### config.mk
export PLATFORM = sky130hd
export DESIGN_NAME = csum_accum
export DESIGN_NICKNAME = d
export VERILOG_FILES = /design/src/rtl/csum_pkg.sv /design/src/rtl/csum_align.sv /design/src/rtl/csum_fold.sv /design/src/rtl/csum_ctrl.sv /design/src/rtl/csum_accum.sv
export SDC_FILE = /design/constraint.sdc
export NUM_CORES = 1
export LEC_CHECK = 0
export BUFFER_PORTS_ARGS = -buffer_cell sky130_fd_sc_hd__buf_4
export CORE_ASPECT_RATIO = 1.25
export CORE_UTILIZATION = 42
export DETAILED_ROUTE_END_ITERATION = 8
export PLACE_DENSITY = 0.78
export SETUP_SLACK_MARGIN = 0.02
export SLEW_MARGIN = 20
export SYNTH_ARGS = -nofsm -noshare
export SYNTH_HDL_FRONTEND = slang
export SYNTH_SLANG_ARGS = --single-unit
### constraint.sdc
create_clock -name clk -period 7.6 [get_ports clk]
set_input_delay 0.76 -clock clk [delete_from_list [all_inputs] [get_ports clk]]
set_output_delay 0.76 -clock clk [all_outputs]
set_load 0.05 [all_outputs]
### src/rtl/csum_pkg.sv
package csum_pkg;
    typedef enum logic [1:0] {
        SZ_BYTE = 2'd0,
        SZ_HALF = 2'd1,
        SZ_WORD = 2'd2,
        SZ_RSVD = 2'd3
    } beat_size_e;

    typedef enum logic {
        ST_IDLE   = 1'b0,
        ST_ACTIVE = 1'b1
    } acc_state_e;
endpackage

### src/rtl/csum_align.sv
module csum_align
    import csum_pkg::*;
#(
    parameter int SUM_W = 16
) (
    input  logic [2*SUM_W-1:0] data_i,
    input  logic [1:0]         size_i,
    input  logic               addr_lsb_i,
    input  logic               en_i,
    output logic [SUM_W-1:0]   term_hi_o,
    output logic [SUM_W-1:0]   term_lo_o
);
    localparam int LANE_W = SUM_W / 2;

    logic [LANE_W-1:0] byte_lane;
    assign byte_lane = data_i[LANE_W-1:0];

    always_comb begin
        term_hi_o = '0;
        term_lo_o = '0;
        if (en_i) begin
            unique case (beat_size_e'(size_i))
                SZ_WORD: begin
                    term_hi_o = data_i[2*SUM_W-1:SUM_W];
                    term_lo_o = data_i[SUM_W-1:0];
                end
                SZ_HALF: begin
                    term_lo_o = data_i[SUM_W-1:0];
                end
                SZ_BYTE: begin
                    if (addr_lsb_i) begin
                        term_lo_o = {byte_lane, {LANE_W{1'b0}}};
                    end else begin
                        term_lo_o = {{LANE_W{1'b0}}, byte_lane};
                    end
                end
                SZ_RSVD: begin
                    term_lo_o = '0;
                end
            endcase
        end
    end
endmodule

### src/rtl/csum_fold.sv
module csum_fold #(
    parameter int SUM_W = 16
) (
    input  logic [SUM_W-1:0] base_i,
    input  logic [SUM_W-1:0] term_a_i,
    input  logic [SUM_W-1:0] term_b_i,
    output logic [SUM_W-1:0] result_o
);
    localparam int RAW_W = SUM_W + 2;

    logic [RAW_W-1:0] raw;
    logic [SUM_W:0]   fold1;
    logic [SUM_W:0]   fold2;

    always_comb begin
        raw    = {2'b00, base_i} + {2'b00, term_a_i} + {2'b00, term_b_i};
        fold1  = {1'b0, raw[SUM_W-1:0]} + {{(SUM_W-1){1'b0}}, raw[RAW_W-1:SUM_W]};
        fold2  = {1'b0, fold1[SUM_W-1:0]} + {{SUM_W{1'b0}}, fold1[SUM_W]};
        result_o = fold2[SUM_W-1:0];
    end
endmodule

### src/rtl/csum_ctrl.sv
module csum_ctrl
    import csum_pkg::*;
(
    input  logic clk,
    input  logic rst_n,
    input  logic grant_i,
    input  logic lost_i,
    input  logic eoc_i,
    input  logic valid_i,
    output logic load_o,
    output logic add_o,
    output logic close_o,
    output logic active_o
);
    acc_state_e state_q, state_d;

    always_ff @(posedge clk) begin
        if (!rst_n) begin
            state_q <= ST_IDLE;
        end else begin
            state_q <= state_d;
        end
    end

    always_comb begin
        state_d = state_q;
        unique case (state_q)
            ST_IDLE: begin
                if (grant_i) begin
                    state_d = ST_ACTIVE;
                end
            end
            ST_ACTIVE: begin
                if (lost_i || eoc_i) begin
                    state_d = ST_IDLE;
                end
            end
        endcase
    end

    always_comb begin
        load_o   = 1'b0;
        add_o    = 1'b0;
        close_o  = 1'b0;
        active_o = 1'b0;
        unique case (state_q)
            ST_IDLE: begin
                load_o = grant_i;
                add_o  = grant_i && valid_i;
            end
            ST_ACTIVE: begin
                active_o = 1'b1;
                add_o    = valid_i;
                close_o  = lost_i || eoc_i;
            end
        endcase
    end

    AST_CLOSE_ENDS_ACTIVE: assert property (@(posedge clk) disable iff (!rst_n)
        close_o |=> !active_o);
    AST_GRANT_STARTS: assert property (@(posedge clk) disable iff (!rst_n)
        load_o |=> active_o);
endmodule

### src/rtl/csum_accum.sv
module csum_accum
    import csum_pkg::*;
#(
    parameter int SUM_W = 16
) (
    input  logic                clk,
    input  logic                rst_n,
    input  logic [15:0]         seed_i,
    input  logic                grant_i,
    input  logic                lost_i,
    input  logic                eoc_i,
    input  logic                valid_i,
    input  logic [1:0]          size_i,
    input  logic                addr_lsb_i,
    input  logic [31:0]         data_i,
    output logic [15:0]         sum_o,
    output logic                wb_valid_o,
    output logic [15:0]         wb_sum_o
);
    localparam int DATA_W = 2 * SUM_W;

    logic             load_en, add_en, close_en, active;
    logic [SUM_W-1:0] term_hi, term_lo, base, folded, sum_d;
    logic [SUM_W-1:0] sum_q, wb_sum_q;
    logic             wb_valid_q;

    csum_ctrl u_ctrl (
        .clk      (clk),
        .rst_n    (rst_n),
        .grant_i  (grant_i),
        .lost_i   (lost_i),
        .eoc_i    (eoc_i),
        .valid_i  (valid_i),
        .load_o   (load_en),
        .add_o    (add_en),
        .close_o  (close_en),
        .active_o (active)
    );

    csum_align #(.SUM_W(SUM_W)) u_align (
        .data_i     (data_i[DATA_W-1:0]),
        .size_i     (size_i),
        .addr_lsb_i (addr_lsb_i),
        .en_i       (add_en),
        .term_hi_o  (term_hi),
        .term_lo_o  (term_lo)
    );

    assign base = load_en ? seed_i[SUM_W-1:0] : sum_q;

    csum_fold #(.SUM_W(SUM_W)) u_fold (
        .base_i   (base),
        .term_a_i (term_hi),
        .term_b_i (term_lo),
        .result_o (folded)
    );

    always_comb begin
        sum_d = sum_q;
        if (load_en || add_en) begin
            sum_d = folded;
        end
    end

    always_ff @(posedge clk) begin
        if (!rst_n) begin
            sum_q      <= '0;
            wb_valid_q <= 1'b0;
            wb_sum_q   <= '0;
        end else begin
            sum_q      <= sum_d;
            wb_valid_q <= close_en;
            if (close_en) begin
                wb_sum_q <= sum_d;
            end
        end
    end

    assign sum_o      = sum_q;
    assign wb_valid_o = wb_valid_q;
    assign wb_sum_o   = wb_sum_q;

    AST_WB_ONE_CYCLE: assert property (@(posedge clk) disable iff (!rst_n)
        wb_valid_o |=> !wb_valid_o);
    AST_WB_MATCHES_SUM: assert property (@(posedge clk) disable iff (!rst_n)
        wb_valid_o |-> (wb_sum_o == sum_o));
    AST_LOAD_SEED: assert property (@(posedge clk) disable iff (!rst_n)
        (load_en && !valid_i) |=> (sum_o == $past(seed_i)));
    AST_IDLE_HOLD: assert property (@(posedge clk) disable iff (!rst_n)
        (!active && !grant_i) |=> ($stable(sum_o) && !wb_valid_o));
    AST_FOLD_NONZERO: assert property (@(posedge clk) disable iff (!rst_n)
        (add_en && (base != 0 || term_hi != 0 || term_lo != 0)) |-> (folded != 0));
endmodule

# After elaboration in Yosys (flattened, before gate mapping)
# Index checks and enable logic that the tools add are counted.
[classes]
n_addsub = 4
eq_ne = 3
n_mux = 13
n_bitwise = 1
reduce_logical = 5
[op_table]
columns = ["operator", "count"]
rows = [
  ["$mux 16", 6],
  ["$pmux 16 s3", 1],
  ["$add 18x16->18", 1],
  ["$add 16x16->17", 1],
  ["$add 16x2->17", 1],
  ["$add 16x1->16", 1],
  ["$eq 2x2->1 const B", 2],
  ["$mux 1", 4],
  ["$pmux 1 s2", 2],
  ["$eq 2x1->1 const B", 1],
  ["$logic_not 2->1", 1],
  ["$logic_or 1x1->1", 2],
  ["$reduce_or 2->1", 1],
  ["$logic_and 1x1->1", 1],
  ["$not 1->1", 1],
]
[word_totals]
ff_bits = 34
in_bits = 57
out_inout_bits = 33
word_cells = 30

# Longest topological paths before layout
[logic_depth]
ltp_word = 8
ltp_mapped = 45
depth_no_buf = 43

# By module
# A second synthesis with hierarchy kept.
[hier_totals]
hier_cells = 485
hier_area_um2 = 4091.4
[by_module_without_submodules]
columns = ["module", "n_inst", "cells_per_inst", "area_per_inst_um2", "seq_area_each_um2"]
rows = [
  ["csum_fold", 1, 273, 2143.3, 0.0],
  ["csum_accum", 1, 144, 1440.1, 660.6],
  ["csum_align", 1, 62, 446.7, 0.0],
  ["csum_ctrl", 1, 6, 61.3, 20.0],
]

# Worst setup path after synthesis
# OpenSTA, ideal clock, no wires.
[synth_path]
kind = "input to register"
start = "input port grant_i"
end = "register sum_q[14], in the netlist sum_o[14]"
setup_ns = 0.086
arrival_ns = 7.728
required_ns = 7.514
slack_ns = -0.214
stages = 38
path_buffers = 4
path_cell_list = "nand2b_1 -> clkbuf_1 -> buf_1 -> mux2_2 -> ha_1 -> inv_1 -> fa_1 -> nor2b_1 -> o21ai_0 -> a21boi_0 -> o21ai_0 -> nand2b_1 -> a31o_2 -> xor2_1 -> ha_1 -> buf_2 -> nand2_1 -> o21ai_1 -> [2 not listed] -> nand2_1 -> o211ai_1 -> nor2_1 -> nor2_1 -> fa_1 -> nand2_1 -> or4_1 -> buf_2 -> nor3_1 -> ha_1 -> ha_1 -> nand2_1 -> a311oi_1 -> o21ai_0 -> nor2_1 -> nand4_1 -> xnor2_1 -> a211oi_1"
[synth_between]
elab_chain_cells = 8
elab_cells_between_ends = 12
cone_classes = "add/sub: 4; mux: 6; reduce/logical: 2"
[synth_rtl]
columns = ["element", "line", "text"]
rows = [
  ["from (decl)", "csum_accum.sv:9", "input logic grant_i,"],
  ["$logic_and 1x1->1", "csum_ctrl.sv:49", "add_o = grant_i && valid_i;"],
  ["$pmux 1 s2", "csum_ctrl.sv:46", "unique case (state_q)"],
  ["$mux 16", "csum_align.sv:21", "if (en_i) begin"],
  ["$add 16x16->17", "csum_fold.sv:16", "raw = {2'b00, base_i} + {2'b00, term_a_i} + {2'b00, term_b_i};"],
  ["$add 18x16->18", "csum_fold.sv:16", ""],
  ["$add 16x2->17", "csum_fold.sv:17", "fold1 = {1'b0, raw[SUM_W-1:0]} + {{(SUM_W-1){1'b0}}, raw[RAW_W-1:SUM_W]};"],
  ["$add 16x1->16", "csum_fold.sv:18", "fold2 = {1'b0, fold1[SUM_W-1:0]} + {{SUM_W{1'b0}}, fold1[SUM_W]};"],
  ["$mux 16 *", "csum_accum.sv:60", "if (load_en || add_en) begin"],
  ["to (signal assigned)", "csum_accum.sv:71", "sum_q <= sum_d;"],
  ["to (decl)", "csum_accum.sv:24", "logic [SUM_W-1:0] sum_q, wb_sum_q;"],
]
# Mark *: on every way between the ends. The rest lies on a longest branch, timed or not.
# A chain may end at the register's enable or synchronous reset.

# Worst setup path in the final report
[layout_path]
start = "input port size_i[0]"
end = "register wb_sum_q[10], in the netlist wb_sum_o[10]"
[layout_between]
elab_chain_cells = 8
elab_cells_between_ends = 14
cone_classes = "add/sub: 4; eq/ne: 3; mux: 5; reduce/logical: 2"
[layout_rtl]
columns = ["element", "line", "text"]
rows = [
  ["from (decl)", "csum_accum.sv:13", "input logic [1:0] size_i,"],
  ["$eq 2x2->1 or $eq 2x1->1 (tied branches)", "csum_align.sv:22", "unique case (beat_size_e'(size_i))"],
  ["$mux 16 or $reduce_or 2->1 (tied branches)", "n/a", ""],
  ["$mux 16 or $pmux 16 s3 (tied branches)", "csum_align.sv:21, csum_align.sv:22", ""],
  ["$add 16x16->17 or $mux 16 (tied branches)", "csum_fold.sv:16, csum_align.sv:21", ""],
  ["$add 18x16->18 *", "csum_fold.sv:16", ""],
  ["$add 16x2->17 *", "csum_fold.sv:17", ""],
  ["$add 16x1->16 *", "csum_fold.sv:18", ""],
  ["$mux 16 *", "csum_accum.sv:60", ""],
  ["to (signal assigned)", "csum_accum.sv:74", "wb_sum_q <= sum_d;"],
  ["to (decl)", "csum_accum.sv:24", ""],
]
# Marks and branches as above.

==> metrics.log <==
INFO  metric number_of_sinks_handled_by_clock_tree_synthesis = 34
INFO  metric synth-main-ff-cell = sky130_fd_sc_hd__dfxtp_1
INFO  metric floorplan.initialDensity = 0.4352
INFO  metric final_min_period_over_clock_period = 0.9431
INFO  metric num_antenna_cells = 0
INFO  metric stdcell_count = 775
INFO  metric post-layout-total-power = 0.9224 mW
INFO  metric place_area = 0.005162 sq mm
INFO  metric netlist_instances = 513
INFO  metric reg_to_reg_slack_setup = 0.61 ns
INFO  metric worstMarginPinSlew = 0.7467 ns
INFO  metric synth_fp_nets = 611
INFO  metric synth.cell_area = between 0.003 and 0.004 sq mm
INFO  metric post-route-min-period = 7.167 ns
INFO  metric cp.required = just under 8 ns
INFO  metric cp_max_fo = 6
INFO  metric ys_ff_latch = 34
INFO  metric cap_violations = 0
INFO  metric fillers = 894
INFO  metric stdcell_area = 0.005423 sq mm
INFO  metric io_buf_count = 89
INFO  metric floorplan.io_pins = 90
INFO  metric routed_wl = 12160 microns
INFO  metric synth_edf_count = 0
INFO  metric clock_tree_root_driver_cell = sky130_fd_sc_hd__clkbuf_16
INFO  metric post-route-drc-count = 0
INFO  metric cp_max_stage_cell = sky130_fd_sc_hd__or4_4
INFO  metric cts.reportedPaths.clkPinSlew = 0.05 ns
INFO  metric rows = 39
INFO  metric max_freq = around 140 MHz
INFO  metric largest_net_degree_at_the_start_of_global_routing = 24
INFO  metric cp_slowest_stage_delay = 0.54 ns
INFO  metric post-synth-top-area-fraction = 0.1705
INFO  metric critPathArrivalTime = 7.33 ns
INFO  metric globalplace.congestion = slightly below 1
INFO  metric drtPass1Iterations = 4
INFO  metric timing.final.max_slew_violations = 0
INFO  metric clock_latency_on_the_worst_skew_pair = ~0.28 ns
INFO  metric detail-route-antenna-nets = 0
INFO  metric seq_area_frac_synth = 0.1705
INFO  metric htree_num_levels = 2
INFO  metric vias_post_dr = around 4.2k
INFO  metric number_of_placed_instances_with_taps_included = 763
INFO  metric async_reset_ff_frac = 0
INFO  metric detail_route.iter0.violations = 192
INFO  metric hp-class = reg2reg
INFO  metric die-area = 0.009903 sq mm
INFO  metric setup_violations_final = 0
INFO  metric post_synth_num_cell_types = between 70 and 80
INFO  metric irDropWorstVdd = a little over 0.08 mV
INFO  metric nNetsFinal = 749
INFO  metric post_cts_hold_fix_bufs = 0
INFO  metric power_density = 170.1 mW/mm^2
INFO  metric die_y = around 110 microns
INFO  metric post_synth.cell_area_avg = 7.783 sq um
INFO  metric dp_hpwl = 10300 microns
INFO  metric first_global_vias = 4154
INFO  metric hold_viol = 0
INFO  metric grt_pass1_wl = 19180 microns
INFO  metric multi_input_comb_area = 0.003243 sq mm
INFO  metric synth_top_cells_by_area = sky130_fd_sc_hd__dfxtp_1 (17%), sky130_fd_sc_hd__ha_1 (12%), sky130_fd_sc_hd__xnor2_1 (6.8%)
INFO  metric synthDominantAreaCellType = sky130_fd_sc_hd__dfxtp_1
INFO  metric grt_antenna_before_repair = 0
INFO  metric tritoncts = done
INFO  metric cts-buffers-inserted = 5
INFO  metric relSlewSlack = 0.5010
INFO  metric clock_skew_after_layout = 0.002354 ns
INFO  metric power_leakage = ~2.6 nW
INFO  metric worst_case_clock_buffer_depth = 2
INFO  metric setup-tns-final = 0 ns
INFO  metric crit_path_category = in2reg
INFO  metric regArea = approximately 700 sq um
INFO  metric synthToLayoutAreaGrowth = 35.82%
INFO  metric coreArea = just over 0.009 sq mm
INFO  metric post_dr_wirelength_cell = 15.69 microns
INFO  metric route.detailed.vias_per_inst = ~5.5
INFO  metric grtUsageTotal = 0.2488
INFO  metric synth.yosys.warnings = 0
INFO  metric critPathCaptureType = register
INFO  metric worstSetupStartpointType = input port
INFO  metric status = finished clean
INFO  metric globalRoute.totalOverflow = 0
INFO  metric layout-drive-gt1-share = 0.3252
INFO  metric floorplan.die.width = 89.21 microns
-- stage by stage --
step	worst slack, ns	util	hold slack (ns)
finish	0.4326	0.5911	0.4531
global route	-0.06462	0.5911	0.4767
CTS	0.1103	0.5788	0.4544
detailed placement	-0.1601	0.5627	0.4475
global placement	0.01702	0.5627	0.4394
floorplan	0.05769	-	0.4638
-- worst max-delay path, delay by kind of cell --
kind,cells,cell delay (ns)
compound gates,12,2.13
buf+inv,5,0.45
simple gates,13,2.20
xor+xnor,1,0.09
fa+ha+maj,7,1.71
-- area by class of cell --
class	count	share of cell area
inverter	21	0.01454
clock inverter	1	0.0009229
clock buffer	7	0.02630
timing repair buffer	149	0.2063
sequential	34	0.1255
tap	123	0.02838
multi-input combinational	440	0.5981
-- report_power, final --
group          internal, mW  switching, mW
combinational         0.211          0.299
clock                 0.130         0.0703
sequential            0.198         0.0155
total                 0.538          0.384
-- sequential cells by signal (all words and copies together) (netlist names) --
register / flops
u_ctrl.state_q: 1
sum_o: 16
wb_sum_o: 16
wb_valid_o: 1
-- what timing repair did --
action                                  4_1_cts  5_1_grt
endpoints found under the setup margin        0       24
resized for setup                             0       24
buffers inserted                              0        4
endpoints found under the hold margin         0        0
-- synthesized netlist by cell type (4+ instances only) --
cell / count
sky130_fd_sc_hd__nor3_1: 12
sky130_fd_sc_hd__dfxtp_1: 34
sky130_fd_sc_hd__a22oi_1: 11
sky130_fd_sc_hd__buf_2: 4
sky130_fd_sc_hd__a211o_1: 5
sky130_fd_sc_hd__mux2i_1: 6
sky130_fd_sc_hd__o21ai_1: 5
sky130_fd_sc_hd__inv_1: 21
sky130_fd_sc_hd__o21ai_0: 29
sky130_fd_sc_hd__nand3_1: 12
sky130_fd_sc_hd__clkbuf_1: 11
sky130_fd_sc_hd__nand4_1: 4
sky130_fd_sc_hd__and2_1: 32
sky130_fd_sc_hd__ha_1: 38
sky130_fd_sc_hd__xnor2_1: 31
sky130_fd_sc_hd__nor2_1: 50
sky130_fd_sc_hd__a211oi_1: 5
sky130_fd_sc_hd__nand2b_1: 5
sky130_fd_sc_hd__mux2_2: 15
sky130_fd_sc_hd__and3_1: 6
sky130_fd_sc_hd__a21oi_1: 26
sky130_fd_sc_hd__o21a_1: 5
sky130_fd_sc_hd__a22o_1: 4
sky130_fd_sc_hd__xor2_1: 16
sky130_fd_sc_hd__a21o_1: 7
sky130_fd_sc_hd__or3_1: 4
sky130_fd_sc_hd__nand2_1: 43
sky130_fd_sc_hd__o211ai_1: 5
-- cells by family (layout without fill, tap and decap cells) --
family,count (synthesis),in the layout,share of synthesized area
flops,34,34,0.1705
buf+inv,39,178,0.03886
fa+ha+maj,41,41,0.1341
compound gates,137,137,0.2463
simple gates,193,193,0.2457
mux,21,21,0.05735
xor+xnor,48,48,0.1072
-- placed cells by master, fill, tap and decap left out, types with 3 or more instances in the layout --
master	n
sky130_fd_sc_hd__xnor2_1	31
sky130_fd_sc_hd__nand3_1	12
sky130_fd_sc_hd__and3_1	6
sky130_fd_sc_hd__buf_4	149
sky130_fd_sc_hd__ha_1	34
sky130_fd_sc_hd__a21oi_2	5
sky130_fd_sc_hd__a21o_1	7
sky130_fd_sc_hd__dfxtp_1	34
sky130_fd_sc_hd__and2_1	32
sky130_fd_sc_hd__a211oi_1	5
sky130_fd_sc_hd__nand2b_1	5
sky130_fd_sc_hd__inv_1	21
sky130_fd_sc_hd__o21a_1	5
sky130_fd_sc_hd__a22o_1	4
sky130_fd_sc_hd__a211o_1	5
sky130_fd_sc_hd__mux2_2	15
sky130_fd_sc_hd__or3_1	4
sky130_fd_sc_hd__nand4_1	4
sky130_fd_sc_hd__o31a_1	3
sky130_fd_sc_hd__o211ai_1	5
sky130_fd_sc_hd__a21oi_1	21
sky130_fd_sc_hd__nor3_1	9
sky130_fd_sc_hd__o21ai_0	27
sky130_fd_sc_hd__clkbuf_16	5
sky130_fd_sc_hd__mux2i_1	6
sky130_fd_sc_hd__o21ai_2	3
sky130_fd_sc_hd__nor2_1	49
sky130_fd_sc_hd__xor2_1	16
sky130_fd_sc_hd__nand2_1	43
sky130_fd_sc_hd__nor3_2	4
sky130_fd_sc_hd__o21ai_1	5
sky130_fd_sc_hd__a22oi_1	11
sky130_fd_sc_hd__ha_2	3
-- routing by layer --
metal | GRT usage | up-vias | share of wire
met1 | 0.2947 | 1958 | 0.42
met4 | 0.1259 | 0 | 0.041
met5 | 0 | - | 0
met3 | 0.01415 | 32 | 0.044
met2 | 0.4397 | 113 | 0.50
li1 | - | 2127 | -
-- worst paths after layout --
path | start | endpoint | cells after the start
worst min register to register | wb_sum_o[4]$_SDFFE_PN0P_ | wb_sum_o[4]$_SDFFE_PN0P_ | 2
worst max-delay path | size_i[0] | wb_sum_o[10]$_SDFFE_PN0P_ | 38
worst max register to register | u_ctrl.state_q$_SDFF_PN0_ | wb_sum_o[10]$_SDFFE_PN0P_ | 35
worst min-delay path | wb_sum_o[4]$_SDFFE_PN0P_ | wb_sum_o[4]$_SDFFE_PN0P_ | 2
Note: power is estimated with default switching activity, not from simulation.
